[config.mk]
export PLATFORM = sky130hd
export DESIGN_NAME = qsc_step_clock
export DESIGN_NICKNAME = d
export VERILOG_FILES = /design/src/rtl/qsc_pkg.sv /design/src/rtl/qsc_count_path.sv /design/src/rtl/qsc_phase_ctrl.sv /design/src/rtl/qsc_step_clock.sv
export SDC_FILE = /design/constraint.sdc
export NUM_CORES = 1
export LEC_CHECK = 0
export BUFFER_PORTS_ARGS = -buffer_cell sky130_fd_sc_hd__clkbuf_2
export CAP_MARGIN = 20
export CORE_MARGIN = 4
export CORE_UTILIZATION = 30
export DETAILED_ROUTE_END_ITERATION = 8
export GPL_TIMING_DRIVEN = 0
export PLACE_DENSITY = 0.5
export SLEW_MARGIN = 10
export SYNTH_ARGS = -nofsm -noshare
export SYNTH_HDL_FRONTEND = slang
export SYNTH_SLANG_ARGS = --single-unit
[constraint.sdc]
create_clock -name clk -period 1.75 [get_ports clk]
set_input_delay 0.175 -clock clk [delete_from_list [all_inputs] [get_ports clk]]
set_output_delay 0.175 -clock clk [all_outputs]
set_load 0.01 [all_outputs]
[src/rtl/qsc_pkg.sv]
package qsc_pkg;

  // Strobes from the phase control to the counting datapath.
  typedef struct packed {
    logic useCode;    // a reload is still owed: count from durCode, not the register
    logic decrement;  // counted tick, count not yet zero
    logic wrap;       // counted tick at zero: borrow, park at all ones
    logic loadCode;   // deferred reload in a cycle without a counted tick
  } cntCtrl_t;

endpackage

[src/rtl/qsc_count_path.sv]
module qsc_count_path
  import qsc_pkg::*;
#(
  parameter int CODE_W = 4
) (
  input  logic              clk,
  input  logic              rst,
  input  logic [CODE_W-1:0] durCode,
  input  cntCtrl_t          ctrl,
  output logic              isZero
);

  localparam logic [CODE_W-1:0] ALL_ONES = {CODE_W{1'b1}};
  localparam logic [CODE_W-1:0] ONE      = {{(CODE_W-1){1'b0}}, 1'b1};

  logic [CODE_W-1:0] cnt;
  logic [CODE_W-1:0] effCnt;

  // An owed reload is resolved here, so a tick in the reload cycle sees the new code.
  assign effCnt = ctrl.useCode ? durCode : cnt;
  assign isZero = (effCnt == '0);

  always_ff @(posedge clk) begin
    if (rst) begin
      cnt <= durCode;
    end else if (ctrl.wrap) begin
      cnt <= ALL_ONES;
    end else if (ctrl.decrement) begin
      cnt <= effCnt - ONE;
    end else if (ctrl.loadCode) begin
      cnt <= durCode;
    end
  end

endmodule

[src/rtl/qsc_phase_ctrl.sv]
module qsc_phase_ctrl
  import qsc_pkg::*;
(
  input  logic     clk,
  input  logic     rst,
  input  logic     tick,
  input  logic     run,
  input  logic     isZero,
  output cntCtrl_t ctrl,
  output logic     stepClk,
  output logic     stepAdvance
);

  logic reloadOwed;
  logic counted;

  assign counted = run & tick;

  always_comb begin
    ctrl.useCode   = reloadOwed;
    ctrl.decrement = counted & ~isZero;
    ctrl.wrap      = counted & isZero;
    ctrl.loadCode  = reloadOwed & run & ~tick;
  end

  always_ff @(posedge clk) begin
    if (rst) begin
      reloadOwed <= 1'b0;
    end else if (counted) begin
      reloadOwed <= isZero;
    end else if (ctrl.loadCode) begin
      reloadOwed <= 1'b0;
    end
  end

  always_ff @(posedge clk) begin
    if (rst) begin
      stepClk     <= 1'b0;
      stepAdvance <= 1'b0;
    end else begin
      stepAdvance <= ctrl.wrap & stepClk;
      if (ctrl.wrap) begin
        stepClk <= ~stepClk;
      end
    end
  end

endmodule

[src/rtl/qsc_step_clock.sv]
module qsc_step_clock
  import qsc_pkg::*;
#(
  parameter int CODE_W = 4
) (
  input  logic              clk,
  input  logic              rst,
  input  logic              tick,
  input  logic              run,
  input  logic [CODE_W-1:0] durCode,
  output logic              stepClk,
  output logic              stepAdvance
);

  cntCtrl_t cntCtrl;
  logic     cntZero;

  qsc_phase_ctrl i_ctrl (
    .clk         (clk),
    .rst         (rst),
    .tick        (tick),
    .run         (run),
    .isZero      (cntZero),
    .ctrl        (cntCtrl),
    .stepClk     (stepClk),
    .stepAdvance (stepAdvance)
  );

  qsc_count_path #(.CODE_W(CODE_W)) i_path (
    .clk     (clk),
    .rst     (rst),
    .durCode (durCode),
    .ctrl    (cntCtrl),
    .isZero  (cntZero)
  );

endmodule

==> results of run 1 <==
[layer usage]
metal,global-route usage,vias up
li1,-,195
met1,0.147,170
met2,0.141,18
met3,0.0153,4
met4,0.0829,0
met5,0,-
[power by group]
| group | switching, W | internal [W] | total (W) |
|---|---|---|---|
| logic | 0.0000357 | 0.0000282 | 0.0000639 |
| clock network | 0.0000583 | 0.0000869 | 0.000145 |
| registers | 0.00000735 | 0.000186 | 0.000193 |
| total | 0.000101 | 0.000301 | 0.000402 |
[registers in the layout, summed over array words and instances (netlist names)]
| signal | count |
|---|---|
| i_ctrl.stepAdvance | 1 |
| i_ctrl.stepClk | 1 |
| i_ctrl.reloadOwed | 1 |
| i_path.cnt | 4 |
[synth_stat cells (all sizes together)]
cell     count
o21ai        5
edfxtp       4
nand2        4
dfxtp        3
nor3         3
xor2         3
a31oi        2
mux2i        2
nand2b       2
nand3        2
nor2         2
a21oi        1
a22oi        1
and3         1
and3b        1
buf          1
clkbuf       1
ha           1
nand3b       1
nor3b        1
o2111ai      1
o21a         1
o41ai        1
or2b         1
[final cells by class]
type	count	area share
Tap cell	15	0.0342
Buffer	2	0.0274
Sequential cell	7	0.329
Timing Repair Buffer	9	0.0822
Clock buffer	4	0.0479
Multi-Input combinational cell	36	0.479
[path summary, 6_finish.rpt]
check / end / depth (start not counted)
min reg2reg: i_ctrl.stepClk$_SDFFE_PP0P_ / 2
max: i_path.cnt[2]$_DFFE_PP_ / 6
max reg2reg: i_path.cnt[2]$_DFFE_PP_ / 6
min: i_ctrl.stepClk$_SDFFE_PP0P_ / 2
[logic make-up (layout without fill, tap and decap cells)]
family	after synthesis	after routing	share of synthesized area
AO/OA/AOI/OAI	12	12	0.183
AND/OR/NAND/NOR	18	18	0.255
flip-flops	7	7	0.399
buffers and inverters	2	15	0.0332
adder cells (fa/ha/maj)	1	1	0.0277
XOR/XNOR	3	3	0.0582
multiplexers	2	2	0.0443
[stage by stage]
step / area (um^2) / instances
3_5_place_dp: 515 / 69
4_1_cts: 542 / 73
2_1_floorplan: 452 / 45
3_3_place_gp: 515 / 69
6_report: 548 / 73
5_1_grt: 548 / 73
[critical path, cell delays in order (launching register included)]
cell	delay [ns]
dfxtp_1	0.32
buf_6	0.15
mux2i_2	0.26
ha_2	0.28
xor2_1	0.15
o21ai_0	0.08
a22oi_1	0.22
==> impl_metrics.json, run 1 <==
{
  "finish.utilization": 0.401,
  "p_per_area_nw_per_um2": 734,
  "fin_ws_ns": 0.135,
  "grt_pass1_wl_um": 1590,
  "dp_hpwl_um": 706,
  "cts_resized": 0,
  "vias_per_cell": 5.30,
  "initial_core_util": 0.331,
  "die_x_um": 46.8,
  "clock_skew_ns": 0.00302,
  "reg2reg_slack_ns": 0.13,
  "ant_nets": 0,
  "worstSkewPairLatency_ns": 0.25,
  "io_pins": 10,
  "synthesis.instances": 45,
  "cts_root_buf": "clkbuf_4",
  "cts_max_level": 1,
  "fmax_mhz": 619,
  "hold_start": "rst",
  "fp.dieH_um": 46.8,
  "drc": 0,
  "grtUsageTotal": 0.105,
  "drtPass1Iterations": 4,
  "drive_gt1_frac": 0.328,
  "fillers": 150,
  "syn_area_um2": 452,
  "startpoint_type": "flip-flop",
  "rsz0062_at_grt": "false",
  "ys_ff_latch": 7,
  "crit_arrival_ns": 1.70,
  "synthTopCellsByArea": "edfxtp_1 (27%), dfxtp_1 (13%), xor2_1 (5.8%)",
  "worstHoldPathType": "input port to flip-flop",
  "met3_wirelength_um": 42,
  "fin_setup_tns_ns": 0,
  "coreArea_um2": 1370,
  "synth_nets": 54,
  "vias": 387,
  "clk_path_buf_depth": 2,
  "maxSlewHeadroom": 0.803,
  "regArea_um2": 180,
  "diodes": 0,
  "met1Wirelength_um": 441,
  "path_max_fanout": 10,
  "whs_ns": 0.142,
  "cts_tree": "yes",
  "status": "completed",
  "clkSinkCount": 7,
  "maxSlewViolCount": 0,
  "drt-total-wl_um": 912,
  "final_common_cell": "clkbuf_2",
  "setup_viol": 0,
  "synth.distinct_cells": 25,
  "power_leakage_nw": 0.220,
  "io_buffers": 9,
  "die_area_um2": 2190,
  "clkTransAtPathRegs_ns": 0.05,
  "ctsHoldBuffers": 0,
  "crit_type": "flip-flop to flip-flop",
  "period_share": 0.923,
  "multiInputGateArea_um2": 263,
  "post-cts-setup-buffer-count": 0,
  "critPathLaunch": "i_ctrl.reloadOwed$_SDFFE_PP0P_",
  "final_cell_mix": "clkbuf_2 (9), o21ai_0 (5), nand2_1 (4), edfxtp_1 (4)",
  "synth_area_leader_cell": "edfxtp_1",
  "vdd_drop_max_mv": 0.207,
  "power_w": 0.000402,
  "routabilityCongestion": 0.738,
  "worst_pin_slew_ns": 0.295,
  "postSynthAreaPerCell_um2": 10.0,
  "crit_required_ns": 1.83,
  "syn_to_final_growth_pct": 21.3,
  "cts_made_buffers": 3,
  "ys.warnings.count": 0,
  "rows": 13,
  "nNetsFinal": 68,
  "antenna_found_initial": 0,
  "place_ws_ns": 0.120,
  "final-hold-violation-count": 0,
  "drt_iter0_drc": 14,
  "synth.top_cell.area_share": 0.266,
  "yosysSeqAreaShare": 0.399,
  "first_global_vias": 345,
  "grt-ovfl-total": 0,
  "top_layer": "met4",
  "end_kind": "flip-flop",
  "met2_length_um": 401,
  "grt_max_degree": 11,
  "layout_min_cycle_time_ns": 1.62,
  "wl_per_cell_um": 12.5,
  "max-cap-violations": 0,
  "reg2reg_from": "i_ctrl.reloadOwed$_SDFFE_PP0P_"
}
Note: power is estimated with default switching activity, not from simulation.
==> inputs of run 2 (changes only) <==
ABC_AREA = 1   (was default)
==> run 2 against run 1 <==
Area after synthesis rose by 13%. Setup slack improved by 0.021 ns. Fmax increased by 1.3%. Clock power about the same. Global-route usage shrank 1.8 points. First-iteration DRC count fell by 36%. Sequential power barely moved. Count of clock-buffer cells in the layout did not move. Register-to-register slack improved by 0.02 ns. Critical path type unchanged. Largest cell class unchanged. Largest power group unchanged.
==> impl_metrics.json, run 2 <==
{
  "cp_cell_sequence": "buf_6, inv_6, nand2_2, nand2_1, ha_2, nand3_2, nor2_4, nor2_2, nand3_1, nand2_1, inv_1",
  "die_area_um2": 2430,
  "largest_register_ffs": 4,
  "ys.flop_type": "edfxtp_1",
  "synth.top_cell.area_share": 0.235,
  "power_leakage_nw": 0.304,
  "drc": 0,
  "synth_nets": 78,
  "cp_top_family": "simple AND/OR/NAND/NOR gates",
  "grt_max_degree": 9,
  "min_path_cells": 2,
  "drt_iter0_drc": 9,
  "worstSkewPairLatency_ns": 0.25,
  "critPathLaunch": "i_ctrl.reloadOwed$_SDFFE_PP0P_",
  "status": "completed",
  "post-cts-setup-buffer-count": 0,
  "synthesis.instances": 69,
  "syn_to_final_growth_pct": 18.4,
  "synth.distinct_cells": 22,
  "ys.warnings.count": 0,
  "synth_area_leader_cell": "edfxtp_1",
  "yosysSeqAreaShare": 0.353,
  "synthTopCellsByArea": "edfxtp_1 (24%), nand2_1 (17%), dfxtp_1 (12%)",
  "first_global_vias": 385,
  "crit_type": "flip-flop to flip-flop",
  "top_register": "i_path.cnt",
  "vias_per_cell": 4.34,
  "max-cap-violations": 0,
  "worst_pin_slew_ns": 0.489,
  "crit_arrival_ns": 1.60,
  "critPathMostFrequentCell": "nand2_1",
  "routabilityCongestion": 0.711,
  "rsz0062_at_grt": "false",
  "fin_setup_tns_ns": 0,
  "cts_max_level": 1,
  "cts_root_buf": "clkbuf_4",
  "cts_resized": 0,
  "ys_ff_latch": 7,
  "reg2reg_from": "i_ctrl.reloadOwed$_SDFFE_PP0P_",
  "synth_edf_count": 4,
  "cpPeakStageDelay_ns": 0.32,
  "grt-ovfl-total": 0,
  "vdd_drop_max_mv": 0.489,
  "diodes": 0,
  "synth_most_common_cell": "nand2_1",
  "grt_pass1_wl_um": 1560,
  "async_flop_share": 0,
  "clock_skew_ns": 0.00374,
  "clk_path_buf_depth": 2,
  "antenna_found_initial": 0,
  "fp.dieH_um": 49.3,
  "coreArea_um2": 1560,
  "nNetsFinal": 92,
  "die_x_um": 49.3,
  "vias": 425,
  "syn_area_um2": 510,
  "cts_tree": "yes",
  "maxSlewHeadroom": 0.673,
  "final_cell_mix": "nand2_1 (23), inv_1 (14), clkbuf_2 (9)",
  "wl_per_cell_um": 9.87,
  "ctsHoldBuffers": 0,
  "worstHoldPathType": "input port to flip-flop",
  "drt-total-wl_um": 967,
  "crit_required_ns": 1.76,
  "clkSinkCount": 7,
  "layout_min_cycle_time_ns": 1.59,
  "end_kind": "flip-flop",
  "cp.depth": 11,
  "drtPass1Iterations": 4,
  "rows": 14,
  "crit_slowest_cell": "dfxtp_1",
  "setup_viol": 0,
  "grtUsageTotal": 0.0867,
  "dp_hpwl_um": 810,
  "maxSlewViolCount": 0,
  "initial_core_util": 0.327,
  "hold_start": "rst",
  "clkTransAtPathRegs_ns": 0.05,
  "fillers": 172,
  "startpoint_type": "flip-flop",
  "synth_common_cells": "nand2_1 (23), inv_1 (14), edfxtp_1 (4), nand3_1 (4)",
  "ant_nets": 0,
  "finalNonFillerCells": 98,
  "reg2reg_slack_ns": 0.16,
  "io_pins": 10,
  "p_per_area_nw_per_um2": 684,
  "cts_made_buffers": 3,
  "dp_cells": 94,
  "postSynthAreaPerCell_um2": 7.40,
  "io_buffers": 9,
  "fmax_mhz": 627,
  "r2r_end": "i_path.cnt[3]$_DFFE_PP_",
  "final_common_cell": "nand2_1",
  "hold-path-endpoint": "i_ctrl.stepClk$_SDFFE_PP0P_",
  "path_max_fanout": 8,
  "period_share": 0.911,
  "drive_gt1_frac": 0.305,
  "final-hold-violation-count": 0,
  "r2r_cells": 11,
  "critPathBufInv": 3
}
run 2: changes by cell type in the layout (fill, tap and decap cells not counted), sizes merged, moves of 2 or more:
cell and delta:
o21ai -2, a31oi -2, nor3 -2, nand2b -2, nand2 +24, inv +15
nand3 +3, mux2i -2, xor2 -2
run 2: metrics by stage:
| step | worst slack (ns) | hold slack, ns | power, W | cell area [um^2] | utilization |
|---|---|---|---|---|---|
| 2_1_floorplan | 0.279 | 0.237 | 0.000250 | 510 | - |
| 3_3_place_gp | 0.111 | 0.401 | 0.000270 | 576 | 0.369 |
| 3_5_place_dp | 0.106 | 0.396 | 0.000272 | 576 | 0.369 |
| 4_1_cts | 0.0887 | 0.127 | 0.000421 | 602 | 0.386 |
| 5_1_grt | 0.0377 | 0.135 | 0.000443 | 604 | 0.388 |
| 6_report | 0.156 | 0.140 | 0.000413 | 604 | 0.388 |
run 2: kinds of logic after synthesis:
group                    count (synthesis)  share of synthesized area
XOR/XNOR                                 1                     0.0172
AND/OR/NAND/NOR                         38                      0.392
flip-flops                               7                      0.353
buffers and inverters                   16                      0.142
AO/OA/AOI/OAI                            6                     0.0711
adder cells (fa/ha/maj)                  1                     0.0245
run 2: area by class of cell:
type                       instances  area (um^2)  area share
tap                               16         20.0      0.0331
inverter                          15         61.3       0.101
buffer                             1         11.3      0.0186
clock buffer                       4         26.3      0.0435
sequential                         7          180       0.298
multi-input combinational         46          260       0.431
timing repair buffer               9         45.0      0.0745
run 2: worst max path at each step:
stage | endpoint | slack (ns)
after floorplan | i_path.cnt[1]$_DFFE_PP_ | 0.28
after global placement | i_path.cnt[3]$_DFFE_PP_ | 0.11
after detailed placement | i_path.cnt[3]$_DFFE_PP_ | 0.11
after CTS | i_path.cnt[3]$_DFFE_PP_ | 0.09
after global routing | i_path.cnt[1]$_DFFE_PP_ | 0.04
final | i_path.cnt[3]$_DFFE_PP_ | 0.16
run 2: metal layers:
metal  GRT usage  vias to the layer above  part of all wire
met5           0                        -                 0
met4      0.0284                        0                 0
met3      0.0489                        0             0.075
met2       0.141                       12              0.47
met1      0.0944                      177              0.45
li1            -                      236                 -
run 2: power breakdown:
group | internal, W | leakage (nW) | switching, W | total [W]
Combinational | 0.0000317 | 0.225 | 0.0000460 | 0.0000777
Sequential | 0.000185 | 0.0641 | 0.00000565 | 0.000191
Clock | 0.0000869 | 0.0150 | 0.0000578 | 0.000145
Total | 0.000304 | 0.304 | 0.000109 | 0.000413
==> inputs of run 3 (changes only) <==
PLACE_DENSITY = 0.49   (was 0.5)
SYNTH_HIERARCHICAL = 1   (was default)
==> run 3 against run 2 <==
Global-route usage rose by 2.4 points. Critical endpoint is now i_path/cnt[3]$_DFFE_PP_. Synthesized cell count rose by 13%. Clock power rose by 6%.
==> impl_metrics.json, run 3 <==
{
  "status": "completed",
  "grtUsageTotal": 0.111,
  "crit_arrival_ns": 1.71,
  "crit_slowest_cell": "dfxtp_2",
  "drt_iter0_drc": 7,
  "power_leakage_nw": 0.368,
  "yosysSeqAreaShare": 0.330,
  "antenna_found_initial": 0,
  "largest_register_ffs": 4,
  "startpoint_type": "flip-flop",
  "setup_viol": 0,
  "final_cell_mix": "nand2_1 (16), inv_1 (12), clkbuf_2 (9)",
  "p_per_area_nw_per_um2": 614,
  "synthTopCellsByArea": "edfxtp_1 (22%), nand2_1 (12%), dfxtp_1 (11%)",
  "synth_area_leader_cell": "edfxtp_1",
  "first_global_vias": 493,
  "period_share": 0.972,
  "postSynthAreaPerCell_um2": 7.01,
  "place_area_um2": 644,
  "fin_setup_tns_ns": 0,
  "io_buffers": 9,
  "synth_common_cells": "nand2_1 (18), inv_1 (15), nor2_1 (10)",
  "top_register": "i_path/cnt",
  "drc": 0,
  "diodes": 0,
  "crit_type": "flip-flop to flip-flop",
  "clkSinkCount": 7,
  "rsz0062_at_grt": "true",
  "wl_per_cell_um": 10.7,
  "cts_tree": "yes",
  "io_pins": 10,
  "cts_root_buf": "clkbuf_4",
  "synth_edf_count": 4,
  "vias_per_cell": 4.34,
  "layout_min_cycle_time_ns": 1.70,
  "grt_pass1_wl_um": 2060,
  "fmax_mhz": 588,
  "rows": 15,
  "coreArea_um2": 1730,
  "power_w": 0.000486,
  "syn_area_um2": 547,
  "fin_area_um2": 792,
  "drtPass1Iterations": 4,
  "max-cap-violations": 0,
  "cp_cell_sequence": "buf_8, inv_8, nand2_2, nand2_4, ha_4, nand2_4, nor2_4, nor2_4, inv_2, a211oi_2, a21oi_2",
  "synthesis.instances": 78,
  "maxSlewViolCount": 0,
  "worstSkewPairLatency_ns": 0.25,
  "final-hold-violation-count": 0,
  "ys.warnings.count": 6,
  "crit_required_ns": 1.76,
  "cts_max_level": 1,
  "nNetsFinal": 106,
  "maxSlewHeadroom": 0.868,
  "end_kind": "flip-flop",
  "dp_hpwl_um": 887,
  "drive_gt1_frac": 0.490,
  "routabilityCongestion": 0.698,
  "die_x_um": 50.7,
  "fp.dieH_um": 50.7,
  "grt-ovfl-total": 0,
  "worstHoldPathType": "input port to flip-flop",
  "finish.utilization": 0.459,
  "cpPeakStageDelay_ns": 0.35,
  "clk_path_buf_depth": 2,
  "path_max_fanout": 7,
  "async_flop_share": 0,
  "final_common_cell": "nand2_1",
  "drt-total-wl_um": 1300,
  "worst_pin_slew_ns": 0.197,
  "synth_most_common_cell": "nand2_1",
  "place_ws_ns": -0.177,
  "ys_ff_latch": 7,
  "clock_skew_ns": 0.00355,
  "fin_ws_ns": 0.0491,
  "grt_max_degree": 9,
  "clkTransAtPathRegs_ns": 0.06,
  "synth.top_cell.area_share": 0.220,
  "vias": 525,
  "ys.flop_type": "edfxtp_1",
  "cts_made_buffers": 3,
  "synth_nets": 87,
  "die_area_um2": 2570,
  "vdd_drop_max_mv": 0.333,
  "ant_nets": 0,
  "initial_core_util": 0.317,
  "ctsHoldBuffers": 0,
  "synth.distinct_cells": 21,
  "syn_to_final_growth_pct": 44.9
}
[run 3: cell types whose count changed after synthesis, sizes merged, moves of 2 or more]
cell	delta
nor2	+7
a21oi	+2
nand2	-3
o21ai	+2
[run 3: what timing repair did]
item | in CTS | in global routing
buffers inserted | 2 | 4
endpoints found under the setup margin | 8 | 8
gates resized for setup | 9 | 11
pin swaps | 3 | 7
[run 3: logic make-up after synthesis]
kind of cell,share of synthesized area
AOI/OAI and AO/OA,0.121
and+or+nand+nor,0.373
buffers and inverters,0.153
adders and majority gates,0.0229
DFF,0.330
[run 3: layout make-up]
class | instances | area [um^2]
Fill cell | 202 | 935
Sequential cell | 7 | 181
Tap cell | 25 | 31.3
Multi-Input combinational cell | 53 | 363
Timing Repair Buffer | 15 | 103
Inverter | 16 | 72.6
Buffer | 1 | 15.0
Clock buffer | 4 | 26.3
[run 3: routing by layer]
metal	vias to the layer above	part of all wire	track usage
met5	-	0	0
met4	0	0	0.0673
met3	0	0.033	0.0267
met2	10	0.55	0.198
met1	237	0.42	0.116
li1	278	-	-
[run 3: worst paths after layout]
| path | start | slack, ns | cells after the start | to |
|---|---|---|---|---|
| setup / recovery | i_ctrl/reloadOwed$_SDFFE_PP0P_ | 0.05 | 11 | i_path/cnt[3]$_DFFE_PP_ |
| hold / removal | rst | 0.21 | 2 | i_ctrl/reloadOwed$_SDFFE_PP0P_ |
| hold reg to reg | i_ctrl/reloadOwed$_SDFFE_PP0P_ | 0.49 | 2 | i_ctrl/reloadOwed$_SDFFE_PP0P_ |
| setup reg to reg | i_ctrl/reloadOwed$_SDFFE_PP0P_ | 0.05 | 11 | i_path/cnt[3]$_DFFE_PP_ |
[run 3: power breakdown]
group / internal (W) / leakage [nW] / switching (W)
combinational: 0.0000625 / 0.289 / 0.0000789
sequential: 0.000187 / 0.0647 / 0.00000517
clock: 0.0000874 / 0.0150 / 0.0000652
[run 3: critical path: cells and delay by family, from the launching register on]
family / cells / cell delay (ns)
fa+ha+maj: 1 / 0.16
simple gates: 5 / 0.38
flops: 1 / 0.35
buf+inv: 3 / 0.28
compound gates: 2 / 0.27
[run 3: metrics by stage]
stage / instances / hold WS (ns)
finish: 121 / 0.215
global route: 121 / 0.223
detailed placement: 112 / 0.467
global placement: 112 / 0.470
floorplan: 78 / 0.237
CTS: 117 / 0.192
